==> src/rtl/fracclk_pkg.sv <==
package fracclk_pkg;
  // Control-to-datapath strobes, valid for one reference cycle
  typedef struct packed {
    logic toggle;  // accumulator produced a carry this cycle
    logic clear;   // force the phase and strobes back to idle
  } fclkCtl_t;
endpackage

==> src/rtl/frac_sclk_ctrl.sv <==
module frac_sclk_ctrl
  import fracclk_pkg::*;
#(
  parameter int ACC_W   = 12,
  parameter int CTRL_W  = 16,
  parameter int DBL_BIT = 14,
  parameter int RST_BIT = 15
) (
  input  logic              clk,
  input  logic              rstN,
  input  logic              runEn,
  input  logic              loopStart,
  input  logic [CTRL_W-1:0] clkCtrl,
  output fclkCtl_t          ctl
);
  localparam int INC_W = DBL_BIT;
  localparam int SUM_W = INC_W + 2;

  logic [ACC_W-1:0] accQ;
  logic [SUM_W-1:0] effInc;
  logic [SUM_W-1:0] sum;
  logic             doClear;
  logic             dblSel;
  logic             rstOnLoop;

  assign dblSel    = clkCtrl[DBL_BIT];
  assign rstOnLoop = clkCtrl[RST_BIT];

  always_comb begin
    if (dblSel) effInc = {1'b0, clkCtrl[INC_W-1:0], 1'b0};
    else        effInc = {2'b00, clkCtrl[INC_W-1:0]};
    sum        = SUM_W'(accQ) + effInc;
    doClear    = !runEn || (loopStart && rstOnLoop);
    ctl.clear  = doClear;
    ctl.toggle = !doClear && (|sum[SUM_W-1:ACC_W]);
  end

  always_ff @(posedge clk) begin
    if (!rstN || doClear) accQ <= '0;
    else                  accQ <= sum[ACC_W-1:0];
  end

  // Loop-start clear leaves the accumulator at zero
  assert_loop_clear_R5: assert property (@(posedge clk) disable iff (!rstN)
    $past(runEn && loopStart && rstOnLoop) |-> accQ == '0);

  // Disabled cycles leave the accumulator at zero
  assert_idle_acc_R1: assert property (@(posedge clk) disable iff (!rstN)
    !$past(runEn) |-> accQ == '0);
endmodule

==> src/rtl/frac_sclk_edge.sv <==
module frac_sclk_edge
  import fracclk_pkg::*;
(
  input  logic     clk,
  input  logic     rstN,
  input  fclkCtl_t ctl,
  input  logic     clkPolarity,
  input  logic     launchRising,
  input  logic     latchRising,
  output logic     sclk,
  output logic     launchStb,
  output logic     latchStb
);
  logic phaseQ;
  logic nextLevel;

  assign nextLevel = ~phaseQ ^ clkPolarity;
  assign sclk      = phaseQ ^ clkPolarity;

  always_ff @(posedge clk) begin
    if (!rstN || ctl.clear) begin
      phaseQ    <= 1'b0;
      launchStb <= 1'b0;
      latchStb  <= 1'b0;
    end else if (ctl.toggle) begin
      phaseQ    <= ~phaseQ;
      launchStb <= (nextLevel == launchRising);
      latchStb  <= (nextLevel == latchRising);
    end else begin
      launchStb <= 1'b0;
      latchStb  <= 1'b0;
    end
  end

  // A strobe always coincides with a phase change
  assert_launch_on_edge_R9: assert property (@(posedge clk) disable iff (!rstN)
    launchStb |-> phaseQ != $past(phaseQ));
  assert_latch_on_edge_R9: assert property (@(posedge clk) disable iff (!rstN)
    latchStb |-> phaseQ != $past(phaseQ));

  // Launch strobe sits on the selected level while polarity is steady
  assert_launch_level_R7: assert property (@(posedge clk) disable iff (!rstN)
    (launchStb && $stable(clkPolarity) && $stable(launchRising)) |-> sclk == launchRising);

  // Successive launch strobes cannot be adjacent
  assert_launch_width_R9: assert property (@(posedge clk) disable iff (!rstN)
    launchStb |=> !launchStb);

  // After a clear the phase is idle and strobes are quiet
  assert_clear_idle_R1: assert property (@(posedge clk) disable iff (!rstN)
    $past(ctl.clear) |-> (!phaseQ && !launchStb && !latchStb));
endmodule

==> src/rtl/frac_sclk_gen.sv <==
module frac_sclk_gen
  import fracclk_pkg::*;
#(
  parameter int ACC_W   = 12,
  parameter int CTRL_W  = 16,
  parameter int DBL_BIT = 14,
  parameter int RST_BIT = 15
) (
  input  logic              clk,
  input  logic              rstN,
  input  logic              runEn,
  input  logic              loopStart,
  input  logic [CTRL_W-1:0] clkCtrl,
  input  logic              clkPolarity,
  input  logic              launchRising,
  input  logic              latchRising,
  output logic              sclk,
  output logic              launchStb,
  output logic              latchStb
);
  fclkCtl_t ctl;

  frac_sclk_ctrl #(
    .ACC_W(ACC_W), .CTRL_W(CTRL_W), .DBL_BIT(DBL_BIT), .RST_BIT(RST_BIT)
  ) u_ctrl (
    .clk(clk), .rstN(rstN), .runEn(runEn), .loopStart(loopStart),
    .clkCtrl(clkCtrl), .ctl(ctl)
  );

  frac_sclk_edge u_edge (
    .clk(clk), .rstN(rstN), .ctl(ctl), .clkPolarity(clkPolarity),
    .launchRising(launchRising), .latchRising(latchRising),
    .sclk(sclk), .launchStb(launchStb), .latchStb(latchStb)
  );
endmodule

==> config.mk <==
export PLATFORM = sky130hd
export DESIGN_NAME = frac_sclk_gen
export DESIGN_NICKNAME = d
export VERILOG_FILES = /design/src/rtl/fracclk_pkg.sv /design/src/rtl/frac_sclk_ctrl.sv /design/src/rtl/frac_sclk_edge.sv /design/src/rtl/frac_sclk_gen.sv
export SDC_FILE = /design/constraint.sdc
export NUM_CORES = 1
export LEC_CHECK = 0
export BUFFER_PORTS_ARGS = -buffer_cell sky130_fd_sc_hd__buf_2
export CORE_MARGIN = 5
export CORE_UTILIZATION = 54
export DETAILED_ROUTE_END_ITERATION = 7
export GPL_TIMING_DRIVEN = 0
export PLACE_DENSITY = 0.79
export SLEW_MARGIN = 25
export SYNTH_ARGS = -nofsm -noshare
export SYNTH_HDL_FRONTEND = slang
export SYNTH_HIERARCHICAL = 1
export SYNTH_SLANG_ARGS = --single-unit
==> constraint.sdc <==
create_clock -name clk -period 3.6 [get_ports clk]
set_clock_uncertainty 0.05 [all_clocks]
set_input_delay 0.72 -clock clk [delete_from_list [all_inputs] [get_ports clk]]
set_output_delay 0.72 -clock clk [all_outputs]
set_load 0.03 [all_outputs]
==> flow_metrics.py, run 1 <==
metrics = {
    "clock_network": {
        "post_cts_buffers": 0,
        "cts_resized": 0,
        "cts-root-buf": "clkbuf_4",
        "clock-sinks": 15,
        "path_clk_slew_ns": 0.09,
        "cts_hold_buffers": 0,
        "cts.htree.levels": 1,
        "cts_tree": "yes",
        "clockBufferDepth": 2,
        "numCtsBuffers": 3,
        "clk_latency_ns": 0.28,
    },
    "route": {
        "dr.pass1.iters": 4,
        "num_vias": 1122,
        "wl_met3_um": 89,
        "drt-total-wl_um": 2540,
        "wire_per_inst_um": 12.9,
        "drt_iter0_markers": 13,
        "wl_met2_um": 1320,
        "drc": 0,
        "ant_nets": 0,
        "viasPerCell": 5.70,
        "wl_met1_um": 1110,
        "dr.max_layer_used": "met4",
    },
    "placed_design": {
        "dpl.hpwl_um": 2040,
        "io_buffers": 24,
        "gp_congestion": 0.849,
        "placed_area_um2": 1420,
    },
    "global_route": {
        "grt-ovfl-total": 0,
        "track_usage_pct": 16.3,
        "grt_pass1_wl_um": 4440,
        "grt_pass1_vias": 1106,
        "antenna_found_initial": 0,
        "grt_max_degree": 11,
    },
    "worst_setup_path": {
        "cp_slowest_cell": "a211oi_1",
        "endpoint_kind": "register",
        "cp-start-kind": "input port",
        "crit_buf_inv": 3,
        "critPathRequiredTime_ns": 3.75,
        "path_delay_family": "compound AO/OA/AOI/OAI gates",
        "path_cells": "buf_6 -> buf_6 -> mux2i_1 -> inv_1 -> ha_1 -> a211oi_1 -> o211ai_1 -> a211o_1 -> o211ai_1 -> nand2b_1 -> a31oi_1 -> xnor2_1 -> nor3b_1",
        "crit_type": "in -> reg",
        "crit_fanout": 10,
        "crit_arrival_ns": 3.28,
        "max_stage_delay_ns": 0.35,
    },
    "sta": {
        "fin_setup_tns_ns": 0,
        "relSlewSlack_pct": 68.2,
        "finalSetupViolations": 0,
        "timing.fmax_mhz": 319,
        "slew_violations": 0,
        "finalCritPeriodShare_pct": 87.0,
        "max_slew.worst_pin.slew_ns": 0.477,
        "finalHoldViolCount": 0,
        "period_minus_slack_ns": 3.13,
        "rsz0062_at_grt": "no",
    },
    "cells_and_area": {
        "nNetsFinal": 206,
        "final_area_um2": 1450,
        "syn2layout_area_growth_pct": 14.3,
        "drive_gt1_share_pct": 27.2,
        "fillers": 199,
        "antennaDiodeCount": 0,
    },
    "floorplanning": {
        "die_w_um": 58.4,
        "coreArea_um2": 2230,
        "die_h_um": 58.4,
        "start_util_pct": 56.6,
        "io_pins": 26,
        "row_count": 17,
        "fp.dieArea_um2": 3410,
    },
    "logic_synthesis": {
        "ys.flop_type": "dfxtp_1",
        "syn_avg_cell_area_um2": 8.97,
        "synth.distinct_cells": 40,
        "synth-async-reset-ratio_pct": 0,
        "yosysWarningCount": 6,
        "ys_ff_latch": 15,
        "netlist_area_um2": 1260,
        "ys_seq_area_share_pct": 23.7,
        "syn_nets": 177,
        "post_synth_inst_count": 141,
        "synth_edf_count": 0,
    },
    "power_and_ir_drop": {
        "p_leak_uw": 0.000684,
        "intPower_uw": 297,
        "p_sw_uw": 147,
        "irDropWorstVdd_v": 0.000172,
        "combPwrFrac_pct": 37.0,
        "switching_share_pct": 33.2,
        "cellPowerDensity_nw_per_um2": 307,
        "seq_power_share_pct": 40.3,
        "clkPwrFrac_pct": 22.6,
    },
    "run": {
        "maxCapViolCount": 0,
    },
    "status": {
        "outcome": "completed",
    },
    "worst_hold_path": {
        "min_path_type": "reg -> reg",
    },
}
[through the flow]
| step | total power, µW | std cells | hold WS (ns) | utilization, % | setup WS, ns |
|---|---|---|---|---|---|
| 6_report | 444 | 197 | 0.535 | 64.8 | 0.469 |
| 3_5_place_dp | 346 | 193 | 0.519 | 63.6 | 0.234 |
| 3_3_place_gp | 341 | 193 | 0.508 | 63.6 | 0.291 |
| 2_1_floorplan | 309 | 141 | 0.496 | - | 0.541 |
| 5_1_grt | 479 | 197 | 0.582 | 64.8 | 0.290 |
| 4_1_cts | 448 | 197 | 0.542 | 64.8 | 0.519 |
[power groups by stage]
stage	Combinational [µW]	Sequential [µW]	Clock (µW)
final	164	179	100
after global routing	184	180	115
after detailed placement	163	183	0
after CTS	164	179	105
after floorplan	126	183	0
after global placement	158	182	0
[final timing paths]
check,start,endpoint,slack (ns),cells after the start
setup / recovery,clkCtrl[14],u_edge/phaseQ,0.47,13
hold / removal,u_ctrl/accQ[0],u_ctrl/accQ[0],0.53,3
setup reg to reg,u_ctrl/accQ[0],u_edge/phaseQ,1.05,11
hold reg to reg,u_ctrl/accQ[0],u_ctrl/accQ[0],0.53,3
[worst register-to-register path: cells and delay by family, from the launching register on]
family,cells,cell delay (ns)
AO/OA/AOI/OAI,4,0.76
adder cells (fa/ha/maj),2,0.56
AND/OR/NAND/NOR,2,0.49
flip-flops,1,0.32
XOR/XNOR,2,0.24
buffers and inverters,1,0.06
[layout make-up]
cell class / instances / area [µm²] / area share (%)
timing repair buffer: 24 / 120 / 8.30
sequential: 15 / 300 / 20.8
inverter: 6 / 22.5 / 1.56
tap: 28 / 35.0 / 2.42
clock buffer: 4 / 26.3 / 1.82
multi-input combinational: 116 / 908 / 62.8
buffer: 4 / 33.8 / 2.34
[kinds of logic (layout without fill, tap and decap cells)]
group,count (synthesis),in the layout,share of synthesized area [%]
buf+inv,10,38,4.45
flops,15,15,23.7
simple gates,44,44,16.9
fa+ha+maj,13,13,13.5
xor+xnor,11,11,9.79
compound gates,36,36,21.2
mux,12,12,10.5
[layout by cell type (no fill, tap or decap), types with 2 or more instances in the layout]
master / synthesis / routed
nand3_1: 2 / 2
nor2_1: 16 / 16
xor2_1: 5 / 5
a21o_1: 4 / 4
dfxtp_1: 15 / 15
xnor3_1: 2 / 2
nor3_1: 4 / 4
inv_1: 6 / 6
buf_6: 2 / 2
nand2b_1: 3 / 3
o211ai_1: 3 / 3
clkbuf_1: 1 / 2
o21a_1: 3 / 3
nor2b_1: 5 / 5
nand2_1: 8 / 8
ha_1: 12 / 12
xnor2_1: 4 / 4
clkbuf_4: 0 / 3
mux2_2: 10 / 10
mux2i_1: 2 / 2
o21ai_0: 4 / 4
a21oi_1: 11 / 11
buf_2: 0 / 24
[registers in the layout (all words and copies together), names as in the netlist]
signal	cells
u_edge/latchStb	1
u_edge/phaseQ	1
u_ctrl/accQ	12
u_edge/launchStb	1
[synth_stat cells, drive strengths merged, types with 4 or more instances]
cell | count | share of area (%)
nor2b | 5 | 2.5
mux2 | 10 | 8.9
nand2 | 8 | 2.4
a21oi | 11 | 4.4
inv | 6 | 1.8
xnor2 | 4 | 2.8
dfxtp | 15 | 24
xor2 | 5 | 3.5
nor2 | 16 | 4.7
a21o | 4 | 2.4
ha | 12 | 12
o21ai | 4 | 1.6
nor3 | 5 | 2.4
[metal layers]
metal  up-vias  track usage (%)
li1        565                -
met1       538             19.0
met2        15             30.1
met3         4             1.97
met4         0             5.96
met5         -                0
(Power assumes the default switching activity.)
==> run 2: changes to the inputs <==
Settings changed: CELL_PAD_IN_SITES_DETAIL_PLACEMENT set to 0, CELL_PAD_IN_SITES_GLOBAL_PLACEMENT set to 1, CORE_UTILIZATION 54 to 44, PLACE_DENSITY 0.79 to not set, PLACE_DENSITY_LB_ADDON set to 0.1.
Clock period 3.6 ns to 4 ns, I/O delays scaled along.
==> run 2 against run 1 <==
Effect of this change: sequential power is 10% lower; first-iteration DRC count increased to 3.2 times the previous value; via count fell by 3.5%; non-clock buffer count unchanged; global-route usage fell by 2.6 points; hold slack worse by 0.0054 ns; cell area rose by 0.26%; critical path type unchanged; critical path depth is 1 higher; combinational power down 9%; largest power group unchanged; power shrank 11%; critical endpoint unchanged; clock power decreased by 15%.
==> flow_metrics.py, run 2 (synthesized netlist as in run 1, its figures left out) <==
metrics = {
    "route": {
        "dr.max_layer_used": "met4",
        "wl_met3_um": 154,
        "wl_met1_um": 1160,
        "drt_iter0_markers": 41,
        "num_vias": 1083,
        "ant_nets": 0,
        "viasPerCell": 5.42,
        "drt-total-wl_um": 2630,
        "drc": 0,
        "wire_per_inst_um": 13.2,
        "wl_met2_um": 1300,
        "dr.pass1.iters": 4,
    },
    "worst_setup_path": {
        "path_cells": "buf_6 -> buf_6 -> nor2b_1 -> ha_1 -> inv_1 -> fa_1 -> nor2b_1 -> o31ai_4 -> a211oi_2 -> a221oi_2 -> xnor2_1 -> a31oi_1 -> xnor2_1 -> nor3b_1",
        "crit_fanout": 10,
        "rr_worst_depth": 11,
        "critPathRequiredTime_ns": 4.15,
        "crit_arrival_ns": 3.36,
        "crit_path_end": "u_edge/phaseQ",
        "cp-start-kind": "input port",
        "path_delay_family": "compound AO/OA/AOI/OAI gates",
        "cp_slowest_cell": "fa_1",
        "crit_buf_inv": 3,
        "timing.rr.end": "u_edge/phaseQ",
        "r2r_slack_ns": 1.39,
        "max_stage_delay_ns": 0.38,
        "endpoint_kind": "register",
        "crit_type": "in -> reg",
        "cp-startpoint": "clkCtrl[14]",
        "reg2reg_from": "u_ctrl/accQ[0]",
        "path_depth": 14,
    },
    "placed_design": {
        "dpl.hpwl_um": 2190,
        "io_buffers": 24,
        "gp_congestion": 0.816,
    },
    "power_and_ir_drop": {
        "power_uw": 395,
        "p_sw_uw": 128,
        "combPwrFrac_pct": 37.7,
        "clkPwrFrac_pct": 21.6,
        "irDropWorstVdd_v": 0.000152,
        "seq_power_share_pct": 40.8,
        "p_leak_uw": 0.000684,
        "cellPowerDensity_nw_per_um2": 272,
        "switching_share_pct": 32.3,
        "intPower_uw": 267,
    },
    "run": {
        "maxCapViolCount": 0,
    },
    "worst_hold_path": {
        "min_path_type": "reg -> reg",
        "hold_depth": 3,
    },
    "clock_network": {
        "path_clk_slew_ns": 0.09,
        "cts_hold_buffers": 0,
        "cts_tree": "yes",
        "numCtsBuffers": 3,
        "cts.htree.levels": 1,
        "cts-root-buf": "clkbuf_4",
        "post_cts_buffers": 0,
        "cts_resized": 0,
        "clock-sinks": 15,
        "clockBufferDepth": 2,
        "clk_latency_ns": 0.27,
    },
    "floorplanning": {
        "coreArea_um2": 2760,
        "row_count": 19,
        "die_w_um": 63.6,
        "fp.dieArea_um2": 4050,
        "start_util_pct": 45.9,
        "die_h_um": 63.6,
        "io_pins": 26,
    },
    "cells_and_area": {
        "drive_gt1_share_pct": 27.2,
        "max_flop_register": "u_ctrl/accQ",
        "nNetsFinal": 206,
        "mostFrequentLayoutCells": "buf_2 (24), nor2_1 (16), dfxtp_1 (15), ha_1 (12), a21oi_1 (11)",
        "syn2layout_area_growth_pct": 14.6,
        "antennaDiodeCount": 0,
        "mostFrequentLayoutCell": "buf_2",
        "fillers": 279,
        "largest_reg_flops": 12,
    },
    "sta": {
        "finalCritPeriodShare_pct": 80.4,
        "finalHoldViolCount": 0,
        "period_minus_slack_ns": 3.22,
        "rsz0062_at_grt": "no",
        "max_slew.worst_pin.slew_ns": 0.477,
        "relSlewSlack_pct": 68.2,
        "timing.fmax_mhz": 311,
        "hold_slack_ns": 0.529,
        "fin_setup_tns_ns": 0,
        "finalSetupViolations": 0,
        "slew_violations": 0,
    },
    "global_route": {
        "antenna_found_initial": 0,
        "grt_pass1_vias": 1089,
        "track_usage_pct": 13.7,
        "grt_max_degree": 11,
        "grt_pass1_wl_um": 4620,
        "grt-ovfl-total": 0,
    },
    "status": {
        "outcome": "completed",
    },
}
-- run 2: worst min-delay path, delay by kind of cell (launching register included) --
| kind | cells | cell delay, ns |
|---|---|---|
| DFF | 1 | 0.32 |
| and+or+nand+nor | 1 | 0.08 |
| buffers and inverters | 1 | 0.03 |
| adders and majority gates | 1 | 0.12 |
-- run 2: per-stage QoR --
step / cell area (µm²) / std cells / utilization (%) / setup WS (ns)
global route: 1450 / 200 / 52.6 / 0.522
detailed placement: 1420 / 196 / 51.6 / 0.470
floorplan: 1260 / 141 / - / 0.861
global placement: 1420 / 196 / 51.6 / 0.566
CTS: 1450 / 200 / 52.6 / 0.751
finish: 1450 / 200 / 52.6 / 0.785
-- run 2: metal layers --
metal  GRT usage, %  up-vias
li1               -      563
met5              0        -
met3           3.91        2
met4           3.12        0
met1           16.7      502
met2           23.7       16
-- run 2: cell type report --
type,instances,area (µm²),area share (%)
Multi-Input combinational cell,116,908,62.6
Sequential cell,15,300,20.7
Timing Repair Buffer,24,120,8.28
Tap cell,31,38.8,2.67
Buffer,4,33.8,2.33
Clock buffer,4,26.3,1.81
Inverter,6,22.5,1.55
-- run 2: power by group through the flow --
| stage | Clock [µW] | Combinational (µW) | Sequential [µW] |
|---|---|---|---|
| CTS | 92.1 | 149 | 161 |
| finish | 85.1 | 149 | 161 |
| global placement | 0 | 145 | 164 |
| detailed placement | 0 | 148 | 164 |
| floorplan | 0 | 113 | 165 |
| global route | 99.9 | 167 | 162 |
-- run 2: how the worst min path moves through the flow --
stage                              start              to  slack, ns
final                     u_ctrl/accQ[0]  u_ctrl/accQ[0]       0.53
after global routing      u_ctrl/accQ[0]  u_ctrl/accQ[0]       0.61
after CTS                 u_ctrl/accQ[0]  u_ctrl/accQ[0]       0.54
after detailed placement  u_ctrl/accQ[0]  u_ctrl/accQ[0]       0.51
after global placement    u_ctrl/accQ[0]  u_ctrl/accQ[0]       0.51
after floorplan           u_ctrl/accQ[0]  u_ctrl/accQ[0]       0.50
